### src/rtl/owrom_pkg.sv
package owrom_pkg;
  localparam int CMD_W = 8;

  localparam logic [CMD_W-1:0] CMD_READ     = 8'h33;
  localparam logic [CMD_W-1:0] CMD_MATCH    = 8'h55;
  localparam logic [CMD_W-1:0] CMD_SEARCH   = 8'hF0;
  localparam logic [CMD_W-1:0] CMD_SKIP     = 8'hCC;
  localparam logic [CMD_W-1:0] CMD_RESUME   = 8'hA5;
  localparam logic [CMD_W-1:0] CMD_OD_SKIP  = 8'h3C;
  localparam logic [CMD_W-1:0] CMD_OD_MATCH = 8'h69;

  typedef enum logic [3:0] {
    ST_IDLE,      // silent until next bus reset
    ST_CMD,       // collecting command byte
    ST_READ,      // sending identity
    ST_MATCH,     // comparing identity
    ST_ODMATCH,   // comparing identity, overdrive variant
    ST_SRCH_T,    // search: offer true bit
    ST_SRCH_C,    // search: offer complement
    ST_SRCH_R,    // search: read master choice
    ST_GRANT      // function layer owns the bus
  } romState_t;

  typedef struct packed {
    logic cntClr;
    logic cntInc;
    logic cmdShift;
    logic rcSet;
    logic rcClr;
    logic odSet;
    logic odClr;
  } dpStrobe_t;
endpackage

### src/rtl/owrom_dp.sv
module owrom_dp
  import owrom_pkg::*;
#(
  parameter int ID_W = 64,
  parameter logic [ID_W-1:0] ROM_ID = '0,
  localparam int CNT_W = $clog2(ID_W)
) (
  input  logic             clk,
  input  logic             rstN,
  input  dpStrobe_t        strb,
  input  logic             rxBit,
  output logic [CNT_W-1:0] bitCnt,
  output logic [CMD_W-1:0] cmdNext,
  output logic             idBit,
  output logic             rcFlag,
  output logic             odFlag
);
  logic [CMD_W-2:0] cmdReg;

  // bytes arrive LSB first: shift in at the top
  always_ff @(posedge clk or negedge rstN) begin
    if (!rstN) cmdReg <= '0;
    else if (strb.cmdShift) cmdReg <= {rxBit, cmdReg[CMD_W-2:1]};
  end
  assign cmdNext = {rxBit, cmdReg};

  always_ff @(posedge clk or negedge rstN) begin
    if (!rstN) bitCnt <= '0;
    else if (strb.cntClr) bitCnt <= '0;
    else if (strb.cntInc) bitCnt <= bitCnt + 1'b1;
  end

  assign idBit = ROM_ID[bitCnt];

  // resume flag: only power-on clears it apart from command rules
  always_ff @(posedge clk or negedge rstN) begin
    if (!rstN) rcFlag <= 1'b0;
    else if (strb.rcSet) rcFlag <= 1'b1;
    else if (strb.rcClr) rcFlag <= 1'b0;
  end

  always_ff @(posedge clk or negedge rstN) begin
    if (!rstN) odFlag <= 1'b0;
    else if (strb.odClr) odFlag <= 1'b0;
    else if (strb.odSet) odFlag <= 1'b1;
  end

  // control must never ask to set and clear the resume flag together
  assert_rc_strobe_excl_R7 : assert property (@(posedge clk) disable iff (!rstN)
    !(strb.rcSet && strb.rcClr));
  // counter clear and advance are exclusive requests
  assert_cnt_strobe_excl_R4 : assert property (@(posedge clk) disable iff (!rstN)
    !(strb.cntClr && strb.cntInc));
endmodule

### src/rtl/owrom_ctrl.sv
module owrom_ctrl
  import owrom_pkg::*;
#(
  parameter int ID_W = 64,
  localparam int CNT_W = $clog2(ID_W)
) (
  input  logic             clk,
  input  logic             rstN,
  input  logic             busRst,
  input  logic             busRstLong,
  input  logic             rxValid,
  input  logic             rxBit,
  input  logic             txDone,
  input  logic [CNT_W-1:0] bitCnt,
  input  logic [CMD_W-1:0] cmdNext,
  input  logic             idBit,
  input  logic             rcFlag,
  output dpStrobe_t        strb,
  output logic             txReq,
  output logic             txBit,
  output logic             funcGrant
);
  romState_t state, nxt;
  logic lastId, lastCmd;

  assign lastId  = (bitCnt == CNT_W'(ID_W - 1));
  assign lastCmd = (bitCnt == CNT_W'(CMD_W - 1));

  always_ff @(posedge clk or negedge rstN) begin
    if (!rstN) state <= ST_IDLE;
    else state <= nxt;
  end

  always_comb begin
    nxt  = state;
    strb = '0;
    if (busRst) begin
      nxt = ST_CMD;
      strb.cntClr = 1'b1;
      strb.odClr  = busRstLong;
    end else begin
      unique case (state)
        ST_CMD: if (rxValid) begin
          strb.cmdShift = 1'b1;
          if (!lastCmd) strb.cntInc = 1'b1;
          else begin
            strb.cntClr = 1'b1;
            case (cmdNext)
              CMD_READ:     begin strb.rcClr = 1'b1; nxt = ST_READ; end
              CMD_MATCH:    begin strb.rcClr = 1'b1; nxt = ST_MATCH; end
              CMD_SEARCH:   begin strb.rcClr = 1'b1; nxt = ST_SRCH_T; end
              CMD_SKIP:     begin strb.rcClr = 1'b1; nxt = ST_GRANT; end
              CMD_RESUME:   nxt = rcFlag ? ST_GRANT : ST_IDLE;
              CMD_OD_SKIP:  begin strb.rcClr = 1'b1; strb.odSet = 1'b1; nxt = ST_GRANT; end
              CMD_OD_MATCH: begin strb.rcClr = 1'b1; strb.odSet = 1'b1; nxt = ST_ODMATCH; end
              default:      nxt = ST_IDLE;
            endcase
          end
        end
        ST_READ: if (txDone) begin
          if (lastId) nxt = ST_GRANT;
          else strb.cntInc = 1'b1;
        end
        ST_MATCH, ST_ODMATCH: if (rxValid) begin
          if (rxBit != idBit) begin
            nxt = ST_IDLE;
            strb.odClr = (state == ST_ODMATCH);
          end else if (lastId) begin
            strb.rcSet = 1'b1;
            nxt = ST_GRANT;
          end else strb.cntInc = 1'b1;
        end
        ST_SRCH_T: if (txDone) nxt = ST_SRCH_C;
        ST_SRCH_C: if (txDone) nxt = ST_SRCH_R;
        ST_SRCH_R: if (rxValid) begin
          if (rxBit != idBit) nxt = ST_IDLE;
          else if (lastId) begin
            strb.rcSet = 1'b1;
            nxt = ST_GRANT;
          end else begin
            strb.cntInc = 1'b1;
            nxt = ST_SRCH_T;
          end
        end
        default: ;
      endcase
    end
  end

  assign txReq     = (state == ST_READ) || (state == ST_SRCH_T) || (state == ST_SRCH_C);
  assign txBit     = (state == ST_SRCH_C) ? ~idBit : idBit;
  assign funcGrant = (state == ST_GRANT);

  // access is only ever granted right after a bit exchange on the bus
  assert_grant_follows_bit_R2 : assert property (@(posedge clk) disable iff (!rstN)
    $rose(funcGrant) |-> $past(rxValid || txDone));
  // any bus reset stops the current command on the next cycle
  assert_reset_aborts_R12 : assert property (@(posedge clk) disable iff (!rstN)
    busRst |=> (!funcGrant && !txReq));
  // granted slave leaves the read slots alone
  assert_no_tx_in_grant_R6 : assert property (@(posedge clk) disable iff (!rstN)
    !(txReq && funcGrant));
endmodule

### src/rtl/owrom_layer.sv
module owrom_layer
  import owrom_pkg::*;
#(
  parameter int ID_W = 64,
  parameter logic [ID_W-1:0] ROM_ID = 64'hC41F2E3D4C5B6A28
) (
  input  logic clk,
  input  logic rstN,
  input  logic busRst,
  input  logic busRstLong,
  input  logic rxValid,
  input  logic rxBit,
  input  logic txDone,
  output logic txReq,
  output logic txBit,
  output logic funcGrant,
  output logic odMode
);
  localparam int CNT_W = $clog2(ID_W);

  dpStrobe_t        strb;
  logic [CNT_W-1:0] bitCnt;
  logic [CMD_W-1:0] cmdNext;
  logic             idBit, rcFlag;

  owrom_ctrl #(.ID_W(ID_W)) u_ctrl (
    .clk(clk), .rstN(rstN), .busRst(busRst), .busRstLong(busRstLong),
    .rxValid(rxValid), .rxBit(rxBit), .txDone(txDone),
    .bitCnt(bitCnt), .cmdNext(cmdNext), .idBit(idBit), .rcFlag(rcFlag),
    .strb(strb), .txReq(txReq), .txBit(txBit), .funcGrant(funcGrant)
  );

  owrom_dp #(.ID_W(ID_W), .ROM_ID(ROM_ID)) u_dp (
    .clk(clk), .rstN(rstN), .strb(strb), .rxBit(rxBit),
    .bitCnt(bitCnt), .cmdNext(cmdNext), .idBit(idBit),
    .rcFlag(rcFlag), .odFlag(odMode)
  );

  // long reset always returns to standard timing
  assert_long_reset_clears_od_R10 : assert property (@(posedge clk) disable iff (!rstN)
    (busRst && busRstLong) |=> !odMode);
  // overdrive can only come on after a received command bit
  assert_od_rise_on_rx_R8 : assert property (@(posedge clk) disable iff (!rstN)
    $rose(odMode) |-> $past(rxValid));
endmodule

### config.mk
export PLATFORM = sky130hd
export DESIGN_NAME = owrom_layer
export DESIGN_NICKNAME = d
export VERILOG_FILES = /design/src/rtl/owrom_pkg.sv /design/src/rtl/owrom_dp.sv /design/src/rtl/owrom_ctrl.sv /design/src/rtl/owrom_layer.sv
export SDC_FILE = /design/constraint.sdc
export NUM_CORES = 1
export LEC_CHECK = 0
export BUFFER_PORTS_ARGS = -buffer_cell sky130_fd_sc_hd__buf_2
export CORE_ASPECT_RATIO = 1.75
export CORE_MARGIN = 4
export CORE_UTILIZATION = 45
export DETAILED_ROUTE_END_ITERATION = 10
export PLACE_DENSITY_LB_ADDON = 0.2
export SYNTH_ARGS = -nofsm -noshare
export SYNTH_HDL_FRONTEND = slang
export SYNTH_HIERARCHICAL = 1
export SYNTH_SLANG_ARGS = --single-unit
### constraint.sdc
create_clock -name clk -period 4.5 [get_ports clk]
set_input_delay 0 -clock clk [delete_from_list [all_inputs] [get_ports clk]]
set_output_delay 0 -clock clk [all_outputs]
set_load 0.02 [all_outputs]
==> flow_summary.yaml, run 1 <==
global_routing:
  grt_max_degree: 20
  overflow: 0
  grt_pass1_wl_mm: 6.71
  antenna_found_initial: 0
  use_met2_pct: 26.4
  grt_util_met1_pct: 19.0
  grt_pass1_vias: 1424
  grt-busiest-layer: "met2"
  use_met3_pct: 2.25
  grtUsageTotal_pct: 16.1
yosys:
  ys_seq_area_share_pct: 26.2
  synth_area_per_cell_um2: 9.96
  synth_seq_cells: 19
  syn-cell-area_um2: 1810
  synth_warnings: 6
  synth_most_common_cell: "dfrtp_1"
  syn-num-nets: 195
  async_flop_share_pct: 100
  synth-edff-count: 0
  netlist.area_leader.share_pct: 26.2
  synthDistinctLibCells: 60
  synthCells: 182
  yosys.area.top_type: "dfrtp_1"
  synth_commonest_cells: "dfrtp_1 (19), nor2_1 (15), a21oi_1 (11), nand2_1 (11), inv_1 (8)"
  synth_area_leaders: "dfrtp_1 (26%), mux2_2 (4.3%), ha_1 (4.1%), nor4bb_1 (3.9%), buf_6 (3.7%)"
  synthFlopType: "dfrtp_1"
critical_path:
  cp.buffers_inverters: 2
  crit_family: "compound AO/OA/AOI/OAI gates"
  cp_max_fo: 11
  critPathMaxStageDelay_ns: 0.55
  cp.arrival_ns: 3.75
  cp_slowest_cell: "dfrtp_1"
  critical_path_class: "register to register"
  crit_top_cell: "a21oi_1"
  worstPathRequired_ns: 4.69
  cp.depth: 14
  endpoint_kind: "register"
  cp-start-kind: "register"
  ff2ff_path_depth: 14
  crit_chain: "inv_1 -> ha_1 -> nor3b_1 -> a2111oi_0 -> a21oi_1 -> mux2i_1 -> xor2_1 -> nor2_1 -> a21oi_1 -> o32ai_1 -> buf_4 -> nand4_1 -> or3_1 -> a21oi_1"
final_layout:
  final_layout_size_suffix_gt1_share_pct: 23.8
  nFillCells: 396
  fin_cells: 233
  antennaDiodeCount: 0
  area_delta_synth_final_pct: 3.11
  fin_nets: 199
  final_util_pct: 47.9
sta:
  post-route-min-period_ns: 3.57
  worst_pin_slew_ns: 0.516
  fmax_mhz: 280
  setup_violations: 0
  setup_ws_ns: 0.931
  maxSlewHeadroom_pct: 65.6
  hold_viol_final: 0
  fin_skew_ns: 0.00514
  fin_crit_sh_pct: 79.3
  hold-worst-slack_ns: 0.0194
  slew_viol_final: 0
  fin_tns_setup_ns: 0
  rsz0062_at_grt: "no"
clock_tree:
  cts.hold.buffers_added: 1
  cts_resized: 0
  postCtsSetupBuffers: 0
  ctsHtreeMaxLevel: 1
  path_clk_slew_ns: 0.08
  cts_root_buf: "clkbuf_8"
  clock_latency_ns: 0.26
  clock_path_buffers: 2
  numCtsBuffers: 3
  cts.sinks: 19
  cts_tree: "built"
power:
  p_leak_nw: 0.737
  ir_drop_mv: 0.191
  power_density_nw_per_um2: 338
placed_design:
  placedCellCount: 228
  gp_congestion: 0.806
  io_buffers: 10
  dp_hpwl_mm: 2.92
  dp_slack_ns: 0.976
die:
  die_y_um: 92.0
  coreArea_um2: 3900
  rows: 30
  die-area_um2: 5150
  io_pins: 11
  initial_core_util_pct: 46.4
  die_w_um: 56.0
drt:
  num_vias: 1443
  routed_via_density: 6.19
  drtIter0Drc: 55
  drtAntennaViolNets: 0
  dr.pass1.iters: 4
  drc: 0
  wl_per_cell_um: 17.4
  drt-total-wl_mm: 4.05
worst_hold_path:
  hold_path.class: "primary input to register"
  hold_depth: 4
status:
  outcome: "finished clean"
job:
  maxCapViolCount: 0
## registers in the layout (all words and copies together), names as in the netlist
register	flops
u_dp/cmdReg	7
u_dp/bitCnt	6
u_ctrl/state	4
u_dp/odFlag	1
u_dp/rcFlag	1
## stage by stage
step	power, mW	cell area (um^2)
after floorplan	0.464	1810
after global placement	0.498	1810
after detailed placement	0.508	1810
after CTS	0.634	1870
after global routing	0.673	1870
final	0.632	1870
## layer usage
layer | routed length [um] | vias up | part of all wire [%]
met1 | 1650 | 691 | 41
li1 | - | 692 | -
met5 | 0 | - | 0
met2 | 2000 | 42 | 49
met4 | 223 | 0 | 5.5
met3 | 178 | 18 | 4.4
## layout by cell type, fill, tap and decap left out, drive strengths merged, types with 7 or more instances in the layout
cell    instances
nor4bb          7
inv             9
dfrtp          19
mux2            7
a21oi          11
nand2          11
buf            11
nor2           17
## final timing paths
| kind | endpoint | startpoint | slack (ns) |
|---|---|---|---|
| setup / recovery | u_dp/bitCnt[5] | u_dp/bitCnt[1] | 0.93 |
| hold reg to reg | u_dp/odFlag | u_dp/odFlag | 0.51 |
| hold / removal | u_dp/odFlag | busRstLong | 0.02 |
| min in group asynchronous | u_ctrl/state[3] | rstN | 0.21 |
| setup reg to reg | u_dp/bitCnt[5] | u_dp/bitCnt[1] | 0.93 |
| max in group asynchronous | u_ctrl/state[0] | rstN | 3.97 |
## final cells by class
cell class | instances | area, um^2 | area share (%)
multi-input combinational | 141 | 1190 | 63.5
sequential | 19 | 475 | 25.4
timing repair buffer | 12 | 67.6 | 3.61
tap | 48 | 60.1 | 3.21
clock buffer | 3 | 41.3 | 2.21
inverter | 9 | 33.8 | 1.81
clock inverter | 1 | 5.00 | 0.268
## report_power, final
group / internal [mW] / leakage [nW] / switching, mW / total, mW
combinational: 0.126 / 0.465 / 0.0850 / 0.211
sequential: 0.204 / 0.246 / 0.0947 / 0.299
clock: 0.0617 / 0.0255 / 0.0612 / 0.123
## cell families after synthesis
group	after synthesis	synth area share [%]
AOI/OAI and AO/OA	39	18.7
xor gates and xnor gates	8	4.28
adders and majority gates	6	4.14
buffers and inverters	22	8.35
DFF	19	26.2
muxes	15	10.1
and+or+nand+nor	73	28.2
## worst reg2reg max path: cells and delay by family (launching register included)
kind	cells	cell delay, ns
adders and majority gates	1	0.19
AOI/OAI and AO/OA	5	0.99
xor gates and xnor gates	1	0.15
DFF	1	0.55
and+or+nand+nor	4	0.88
muxes	1	0.40
buffers and inverters	2	0.33
Note: power is estimated with default switching activity, not from simulation.
==> inputs of run 2 (changes only) <==
==> constraint.sdc (replaced) <==
create_clock -name clk -period 3.62 [get_ports clk]
set_input_delay 0 -clock clk [delete_from_list [all_inputs] [get_ports clk]]
set_output_delay 0 -clock clk [all_outputs]
set_load 0.02 [all_outputs]
==> run 2 against run 1 <==
Critical endpoint unchanged. Power increased by 24%. Non-clock buffer count increased by 1. Final cell count increased by 0.43%. Clock skew decreased by 0.0042 ns. Critical path depth decreased by 2. Worst setup slack got worse by 0.71 ns. Via count increased by 0.69%. Sequential share of layout area decreased by 0.052 points.
==> flow_summary.yaml, run 2 (same netlist as run 1, synthesis figures left out) <==
status:
  outcome: "finished clean"
clock_tree:
  path_clk_slew_ns: 0.08
  clock_path_buffers: 2
  postCtsSetupBuffers: 0
  numCtsBuffers: 3
  clock_latency_ns: 0.26
  ctsHtreeMaxLevel: 1
  cts_root_buf: "clkbuf_8"
  cts_tree: "built"
  cts.sinks: 19
critical_path:
  cp_max_fo: 9
  worstPathRequired_ns: 3.81
  endpoint_kind: "register"
  critPathMaxStageDelay_ns: 0.49
  cp.buffers_inverters: 0
  cp-start-kind: "register"
  crit_top_cell: "a21oi_1"
  crit_chain: "ha_1 -> nor3b_1 -> a2111oi_0 -> a21oi_1 -> mux2i_1 -> xor2_1 -> nor2_1 -> a21oi_1 -> o32ai_1 -> nand4_1 -> or3_1 -> a21oi_1"
  cp_slowest_cell: "dfrtp_2"
  crit_family: "compound AO/OA/AOI/OAI gates"
  critical_path_class: "register to register"
  cp.arrival_ns: 3.59
final_layout:
  seq_area_um2: 477
  regMostFlops: "u_dp/cmdReg"
  antennaDiodeCount: 0
  final_layout_size_suffix_gt1_share_pct: 24.7
  fin_cells: 234
  area_delta_synth_final_pct: 3.59
  stdcell_area_um2: 1880
  reg.largest.list: "u_dp/cmdReg x7, u_dp/bitCnt x6, u_ctrl/state x4"
  nFillCells: 384
  multi_input_area_um2: 1190
  largest_reg_flops: 7
  mostFrequentLayoutCells: "dfrtp_1 (18), nor2_1 (15), nand2_1 (11), a21oi_1 (11), buf_2 (10)"
  fin_nets: 200
  final_util_pct: 48.1
  layout_commonest_cell: "dfrtp_1"
job:
  maxCapViolCount: 0
sta:
  worst_pin_slew_ns: 0.536
  slew_viol_final: 0
  post-route-min-period_ns: 3.40
  setup_violations: 0
  maxSlewHeadroom_pct: 64.3
  fmax_mhz: 294
  hold_viol_final: 0
  fin_tns_setup_ns: 0
  rsz0062_at_grt: "no"
  fin_skew_ns: 0.000946
  fin_crit_sh_pct: 94.0
die:
  rows: 30
  die_y_um: 92.0
  die_w_um: 56.0
  io_pins: 11
  die-area_um2: 5150
  initial_core_util_pct: 46.4
  coreArea_um2: 3900
placed_design:
  io_buffers: 10
  dp_hpwl_mm: 2.98
  gp_congestion: 0.814
  placed_area_um2: 1820
  placedCellCount: 229
drt:
  dr_wl_met3_um: 144
  num_vias: 1453
  routed_via_density: 6.21
  met2_length_mm: 2.11
  drtIter0Drc: 52
  drt-total-wl_mm: 4.11
  top_layer: "met4"
  drtAntennaViolNets: 0
  wl_per_cell_um: 17.5
  met1Wirelength_mm: 1.70
  dr.pass1.iters: 4
  drc: 0
global_routing:
  grt_pass1_vias: 1530
  grt_max_degree: 20
  grtUsageTotal_pct: 16.6
  overflow: 0
  grt_pass1_wl_mm: 7.04
  antenna_found_initial: 0
power:
  switching_share_pct: 37.8
  p_int_mw: 0.489
  power_switching_mw: 0.297
  p_leak_nw: 0.741
  combPwrFrac_pct: 33.8
  finalPower_mw: 0.785
  power_density_nw_per_um2: 418
  power_frac_seq_pct: 46.7
  p_clk_share_pct: 19.6
  ir_drop_mv: 0.241
worst_hold_path:
  hold_path.class: "primary input to register"
==> run 2: changes by cell type in the layout (fill, tap and decap cells not counted) <==
cell	delta
buf_4	+1
dfrtp_1	-1
dfrtp_2	+1
==> run 2: power by group through the flow <==
| stage | Sequential (mW) | Combinational [mW] | Clock [mW] |
|---|---|---|---|
| 2_1_floorplan | 0.308 | 0.268 | 0 |
| 3_3_place_gp | 0.365 | 0.257 | 0 |
| 3_5_place_dp | 0.370 | 0.264 | 0 |
| 4_1_cts | 0.366 | 0.266 | 0.161 |
| 5_1_grt | 0.382 | 0.286 | 0.169 |
| 6_report | 0.366 | 0.265 | 0.154 |
==> run 2: tightest hold or removal path, delay by kind of cell <==
kind            cells  cell delay [ns]
buf+inv             1             0.08
simple gates        2             0.11
compound gates      1             0.07
==> run 2: metrics by stage <==
step           worst slack [ns]  hold slack, ns
2_1_floorplan             0.214          -0.296
3_3_place_gp              0.356         -0.0238
3_5_place_dp              0.220         -0.0215
4_1_cts                   0.183          0.0217
5_1_grt                  0.0554          0.0482
6_report                  0.219          0.0291
==> run 2: path summary, 6_finish.rpt <==
check                             endpoint  cells after the start  slack (ns)            from
setup / recovery            u_dp/bitCnt[5]                     12        0.22  u_dp/bitCnt[0]
hold / removal                 u_dp/odFlag                      4        0.03      busRstLong
setup reg to reg            u_dp/bitCnt[5]                     12        0.22  u_dp/bitCnt[0]
hold reg to reg                u_dp/rcFlag                      1        0.49     u_dp/rcFlag
max in group asynchronous   u_dp/bitCnt[0]                      2        3.06            rstN
min in group asynchronous  u_ctrl/state[3]                      2        0.22            rstN
==> run 2: timing repair <==
action | CTS | global route
hold buffers | 1 | 0
endpoints found under the setup margin | 0 | 1
gates resized for setup | 0 | 1
endpoints found under the hold margin | 19 | 0
==> run 2: per-layer routing <==
layer | track usage [%] | up-vias
li1 | - | 688
met1 | 18.9 | 709
met2 | 29.3 | 45
met3 | 2.54 | 11
met4 | 8.51 | 0
met5 | 0 | -
==> run 2: area by class of cell <==
cell class	count	area share [%]
clock buffer	3	2.20
multi-input combinational	141	63.2
timing repair buffer	13	4.00
tap	48	3.20
inverter	9	1.80
clock inverter	1	0.266
sequential	19	25.4
